===== src/rtl/asi_pkg.sv =====
package asi_pkg;
  typedef enum logic {
    MODE_USER = 1'b0,
    MODE_SUP  = 1'b1
  } mode_e;
endpackage


===== src/rtl/asi_mode_track.sv =====
module asi_mode_track
  import asi_pkg::*;
(
  input  logic  clk,
  input  logic  rst,
  input  logic  trap,
  input  logic  rett,
  output mode_e mode
);
  mode_e mode_q, saved_q;

  always_ff @(posedge clk) begin
    if (rst) begin
      mode_q  <= MODE_SUP;
      saved_q <= MODE_USER;
    end else if (trap) begin
      saved_q <= mode_q;
      mode_q  <= MODE_SUP;
    end else if (rett) begin
      mode_q  <= saved_q;
    end
  end

  assign mode = mode_q;

  // any trap lands in supervisor mode
  p_trap_sup_r5: assert property (@(posedge clk) disable iff (rst)
    trap |=> mode_q == MODE_SUP);

  // a trap stores the mode that was in force
  p_trap_save_r5: assert property (@(posedge clk) disable iff (rst)
    trap |=> saved_q == $past(mode_q));

  // return restores the saved mode
  p_rett_restore_r6: assert property (@(posedge clk) disable iff (rst)
    (rett && !trap) |=> mode_q == $past(saved_q));
endmodule


===== src/rtl/asi_select.sv =====
module asi_select
  import asi_pkg::*;
#(
  parameter int ASI_W     = 8,
  parameter int RSV_LIMIT = 8,
  parameter int ID_UINST  = 8'h08,
  parameter int ID_SINST  = 8'h09,
  parameter int ID_UDATA  = 8'h0A,
  parameter int ID_SDATA  = 8'h0B
) (
  input  mode_e            mode,
  input  logic             is_fetch,
  input  logic             explicit_id,
  input  logic [ASI_W-1:0] asi_in,
  output logic [ASI_W-1:0] asi_out,
  output logic             legal
);
  localparam logic [ASI_W-1:0] RSV_TOP = ASI_W'(RSV_LIMIT);

  logic reserved;
  assign reserved = asi_in < RSV_TOP;

  always_comb begin
    asi_out = '0;
    legal   = 1'b0;
    if (explicit_id) begin
      if (mode == MODE_SUP && !reserved) begin
        asi_out = asi_in;
        legal   = 1'b1;
      end
    end else begin
      legal = 1'b1;
      if (mode == MODE_SUP) asi_out = is_fetch ? ASI_W'(ID_SINST) : ASI_W'(ID_SDATA);
      else                  asi_out = is_fetch ? ASI_W'(ID_UINST) : ASI_W'(ID_UDATA);
    end
  end
endmodule


===== src/rtl/asi_guard.sv =====
module asi_guard
  import asi_pkg::*;
#(
  parameter int ASI_W     = 8,
  parameter int RSV_LIMIT = 8,
  parameter int ID_UINST  = 8'h08,
  parameter int ID_SINST  = 8'h09,
  parameter int ID_UDATA  = 8'h0A,
  parameter int ID_SDATA  = 8'h0B
) (
  input  logic             clk,
  input  logic             rst,
  input  logic             req_valid,
  input  logic             req_fetch,
  input  logic             req_explicit,
  input  logic [ASI_W-1:0] req_asi,
  input  logic             trap,
  input  logic             rett,
  output logic [ASI_W-1:0] bus_asi,
  output logic             grant,
  output logic             fault
);
  localparam logic [ASI_W-1:0] RSV_TOP = ASI_W'(RSV_LIMIT);

  mode_e            mode;
  logic [ASI_W-1:0] sel_asi;
  logic             legal;
  logic [ASI_W-1:0] asi_q;
  logic             grant_q, fault_q;

  asi_mode_track u_mode (
    .clk  (clk),
    .rst  (rst),
    .trap (trap),
    .rett (rett),
    .mode (mode)
  );

  asi_select #(
    .ASI_W(ASI_W), .RSV_LIMIT(RSV_LIMIT),
    .ID_UINST(ID_UINST), .ID_SINST(ID_SINST),
    .ID_UDATA(ID_UDATA), .ID_SDATA(ID_SDATA)
  ) u_sel (
    .mode        (mode),
    .is_fetch    (req_fetch),
    .explicit_id (req_explicit),
    .asi_in      (req_asi),
    .asi_out     (sel_asi),
    .legal       (legal)
  );

  always_ff @(posedge clk) begin
    if (rst) begin
      grant_q <= 1'b0;
      fault_q <= 1'b0;
      asi_q   <= '0;
    end else begin
      grant_q <= req_valid && legal;
      fault_q <= req_valid && !legal;
      asi_q   <= (req_valid && legal) ? sel_asi : '0;
    end
  end

  assign grant   = grant_q;
  assign fault   = fault_q;
  assign bus_asi = asi_q;

  p_one_outcome_r2: assert property (@(posedge clk) disable iff (rst)
    req_valid |=> (grant ^ fault));

  p_idle_quiet_r2: assert property (@(posedge clk) disable iff (rst)
    !req_valid |=> (!grant && !fault));

  p_user_named_r7: assert property (@(posedge clk) disable iff (rst)
    (req_valid && req_explicit && mode == MODE_USER) |=> fault);

  p_reserved_r9: assert property (@(posedge clk) disable iff (rst)
    (req_valid && req_explicit && req_asi < RSV_TOP) |=> fault);

  p_named_pass_r8: assert property (@(posedge clk) disable iff (rst)
    (req_valid && req_explicit && mode == MODE_SUP && req_asi >= RSV_TOP)
      |=> (grant && bus_asi == $past(req_asi)));

  p_quiet_bus_r11: assert property (@(posedge clk) disable iff (rst)
    !grant |-> bus_asi == '0);
endmodule


===== config.mk =====
export PLATFORM = sky130hd
export DESIGN_NAME = asi_guard
export DESIGN_NICKNAME = d
export VERILOG_FILES = /design/src/rtl/asi_pkg.sv /design/src/rtl/asi_mode_track.sv /design/src/rtl/asi_select.sv /design/src/rtl/asi_guard.sv
export SDC_FILE = /design/constraint.sdc
export NUM_CORES = 1
export LEC_CHECK = 0
export ABC_AREA = 1
export BUFFER_PORTS_ARGS = -buffer_cell sky130_fd_sc_hd__buf_2
export CORE_AREA = 2 2 39 41
export CTS_BUF_LIST = sky130_fd_sc_hd__clkbuf_8
export DETAILED_ROUTE_END_ITERATION = 10
export DIE_AREA = 0 0 41 43
export MAX_ROUTING_LAYER = met4
export PLACE_DENSITY = 0.64
export SYNTH_ARGS = -nofsm -noshare
export SYNTH_HDL_FRONTEND = slang
export SYNTH_SLANG_ARGS = --single-unit
export TNS_END_PERCENT = 100

===== constraint.sdc =====
create_clock -name clk -period 2.2 [get_ports clk]
set_input_delay 0.11 -clock clk [delete_from_list [all_inputs] [get_ports clk]]
set_output_delay 0.11 -clock clk [all_outputs]
set_load 0.01 [all_outputs]

==> results.env <==
REPORT.FINAL.HOLD_VIOL_COUNT=0
AREA_ADDED_BETWEEN_SYNTHESIS_AND_FINISH_PCT=44.9
ANT_NETS=0
WORST_VDD_DROP_mV=0.432
INITIAL_UTILIZATION_PCT=29.2
SLOWEST_DELAY_PS=390
MAX_SLEW_MARGIN_PCT=85.4
CORE-AREA_UM2=1380
DRT_DRC_VIOLATIONS_LEFT=0
DIE_HEIGHT_UM=43
CHIPWIDTH_UM=41
CTS_TREE='yes'
GRT_USE_TOTAL_PCT=8.37
COMB_POWER_SHARE_PCT=9.4
GRT_USE_MET3_PCT=3.66
IO_PINS=25
SYNTHESIS.AREA_PER_INSTANCE_UM2=8.25
POSTSYNTHREGISTERBITS=12
MAX-CAP-VIOLATIONS=0
ROUTED_WL_UM=740
SYN_NETS=64
CRIT_PATH_MAX_FANOUT=5
CTS.REPORTEDPATHS.CLKPINSLEW_PS=50
GRT_PASS1_WL_UM=972
CTS_SETUP_BUFFERS=0
CTS_SINKS=12
OVERFLOW=0
POWER_PER_CELL_AREA_nW_PER_UM2=785
ANTENNA_CELLS=0
DESIGN_AREA_UM2=586
GRT_UTIL_MET2_PCT=9.69
NET_COUNT_FINAL=93
SYNTHDISTINCTLIBCELLS=11
CRIT_PATH_CATEGORY='flip-flop to flip-flop'
STARTPOINT_TYPE='flip-flop'
GRT_ANTENNA_BEFORE_REPAIR=0
GRT_PASS1_VIAS=260
ROUTABILITYCONGESTION=0.785
FINAL-SETUP-VIOL-COUNT=0
GRT_MAX_DEGREE=7
VIAS_PER_CELL=4.05
GRT.BUSIEST_LAYER='met1'
WORST_EP_REQUIRED_TIME_PS=2360
P_LEAK_nW=0.348
USE_MET1_PCT=12.1
POST_SYNTH_INSTANCE_AREA_UM2=404
CRITICAL-PATH-SLOWEST-CELL='dfxtp_1'
SWITCHING_SHARE_PCT=20.2
FINALCRITICALPERIOD_PS=822
WL_PER_CELL_UM=8.04
AREA_POST_PLACEMENT_UM2=544
FMAXACHIEVABLE_GHz=1.22
SYNTH_TOP_AREA_SHARE_PCT=59.4
GRT_SETUP_UNREPAIRED='no'
CTS-HTREE-LEVELS=1
HOLD_BUFFERS=0
CLOCK_POWER_SHARE_PCT=40.6
CRITPATHBUFINV=0
TNS_PS=0
DIE_AREA_UM2=1760
POWER.SEQUENTIAL.FRACTION_PCT=50.0
HP-CLASS='primary input to flip-flop'
CLOCK_INSERTION_DELAY_WORST_SKEW_PS=230
CTS_INSERTED_BUFFERS=3
CRITICAL-PATH-TOP-DELAY-FAMILY='flip-flops'
FINAL_LAYOUT_SIZE_SUFFIX_GT1_SHARE_PCT=39.5
ROOT_BUFFER='clkbuf_8'
WORSTSETUPENDPOINTTYPE='flip-flop'
SLEW_VIOL_FINAL=0
YS.WARNINGS.COUNT=0
AREA_LEADER_NETLIST='dfxtp_1'
DETAILROUTE.VIA_COUNT=373
LAYOUT_WORST_PATH_CYCLE_SHARE_PCT=37.4
DRT_FIRST_ITER_VIOLATIONS=6
FP-ROW-COUNT=14
CRIT_PATH_CELL_TRACE='nand4_1 > nor2_1'
POST_CTS_RESIZED=0
WORSTPATHARRIVAL_PS=980
CLOCKBUFFERDEPTH=2
HPWL_REPORTED_AT_THE_END_OF_DETAILED_PLACEMENT_UM=587
SYNTH.YOSYS.SEQ_AREA_SHARE_PCT=59.4
POST_SYNTH_MAIN_AREA_CONTRIBUTORS='dfxtp_1 (59%), inv_1 (9.3%), nor2_1 (9.3%)'
DRT_PASS1_ITERATIONS=3
INTERNAL_DISSIPATION_W=0.000367
INSTANCE_COUNT_OF_THE_MAPPED_NETLIST=49
RUN_STATUS='finished, final reports clean'
POWER_SWITCHING_W=0.0000926
FINCLKSKEW_PS=1.31
IO_BUFFER_COUNT=24
MAX_SLEW.WORST_PIN.SLEW_PS=219
[layout make-up]
type	count	area [um2]
clock buffer	3	41.3
fill	139	798
tap	16	20.0
sequential	12	240
multi-input combinational	27	126
inverter	10	37.5
timing repair buffer	24	120
[layout by cell type, fill, tap and decap left out]
| cell type | n |
|---|---|
| a21oi_1 | 3 |
| buf_2 | 24 |
| o21ai_0 | 1 |
| or2_2 | 1 |
| inv_1 | 10 |
| o211ai_1 | 1 |
| dfxtp_1 | 12 |
| clkbuf_8 | 3 |
| nor2_1 | 10 |
| nand2_2 | 1 |
| nand3_2 | 1 |
| nand4_1 | 2 |
| nand2_1 | 7 |
[per-stage QoR]
stage	instances	total power, W	utilization, %	hold slack (ps)	worst slack (ps)
floorplan	49	0.000254	-	199	1480
detailed placement	89	0.000278	39.3	329	1350
CTS	92	0.000468	42.3	87.2	1380
global route	92	0.000483	42.3	91.3	1280
global placement	89	0.000277	39.3	317	1350
finish	92	0.000459	42.3	86.7	1380
[synth_stat cells]
cell type / n
o21ai_0: 1
nand4_1: 2
inv_1: 10
nand3_2: 1
nor2_1: 10
or2_2: 1
nand2_2: 1
o211ai_1: 1
dfxtp_1: 12
nand2_1: 7
a21oi_1: 3
[layer usage]
metal	wire [um]	vias to the layer above
met5	0	-
met4	0	0
met3	99	0
met2	278	19
met1	362	151
li1	-	203
[flip-flops by register name, summed over array words and instances, names as in the netlist]
name	count
grant	1
u_mode.mode	1
bus_asi	8
fault	1
u_mode.saved_q	1
[cell families (layout without fill, tap and decap cells)]
kind of cell / after synthesis / count (layout) / share of synthesized area, %
AND/OR/NAND/NOR: 22 / 22 / 24.5
AO/OA/AOI/OAI: 5 / 5 / 6.81
buffers and inverters: 10 / 37 / 9.29
flip-flops: 12 / 12 / 59.4
[path summary, 6_finish.rpt]
kind | from | end | slack [ps] | cells past startpoint
worst max-delay path | u_mode.mode$_SDFFE_PP1P_ | bus_asi[6]$_SDFF_PP0_ | 1380 | 2
worst min-delay path | trap | u_mode.saved_q$_SDFFE_PP0P_ | 90 | 2
worst max register to register | u_mode.mode$_SDFFE_PP1P_ | bus_asi[6]$_SDFF_PP0_ | 1380 | 2
worst min register to register | u_mode.saved_q$_SDFFE_PP0P_ | u_mode.mode$_SDFFE_PP1P_ | 480 | 2
[worst reg2reg max path, cell delays in order (launching register included)]
cell	delay [ps]
dfxtp_1	390
nand4_1	230
nor2_1	140
[power by group through the flow]
stage                logic, W  clock network [W]  registers, W
finish              0.0000433           0.000186      0.000230
global route        0.0000491           0.000204      0.000231
CTS                 0.0000440           0.000194      0.000230
detailed placement  0.0000438                  0      0.000234
global placement    0.0000435                  0      0.000234
floorplan           0.0000166                  0      0.000238
No activity file was read; power rests on OpenSTA's default activity.
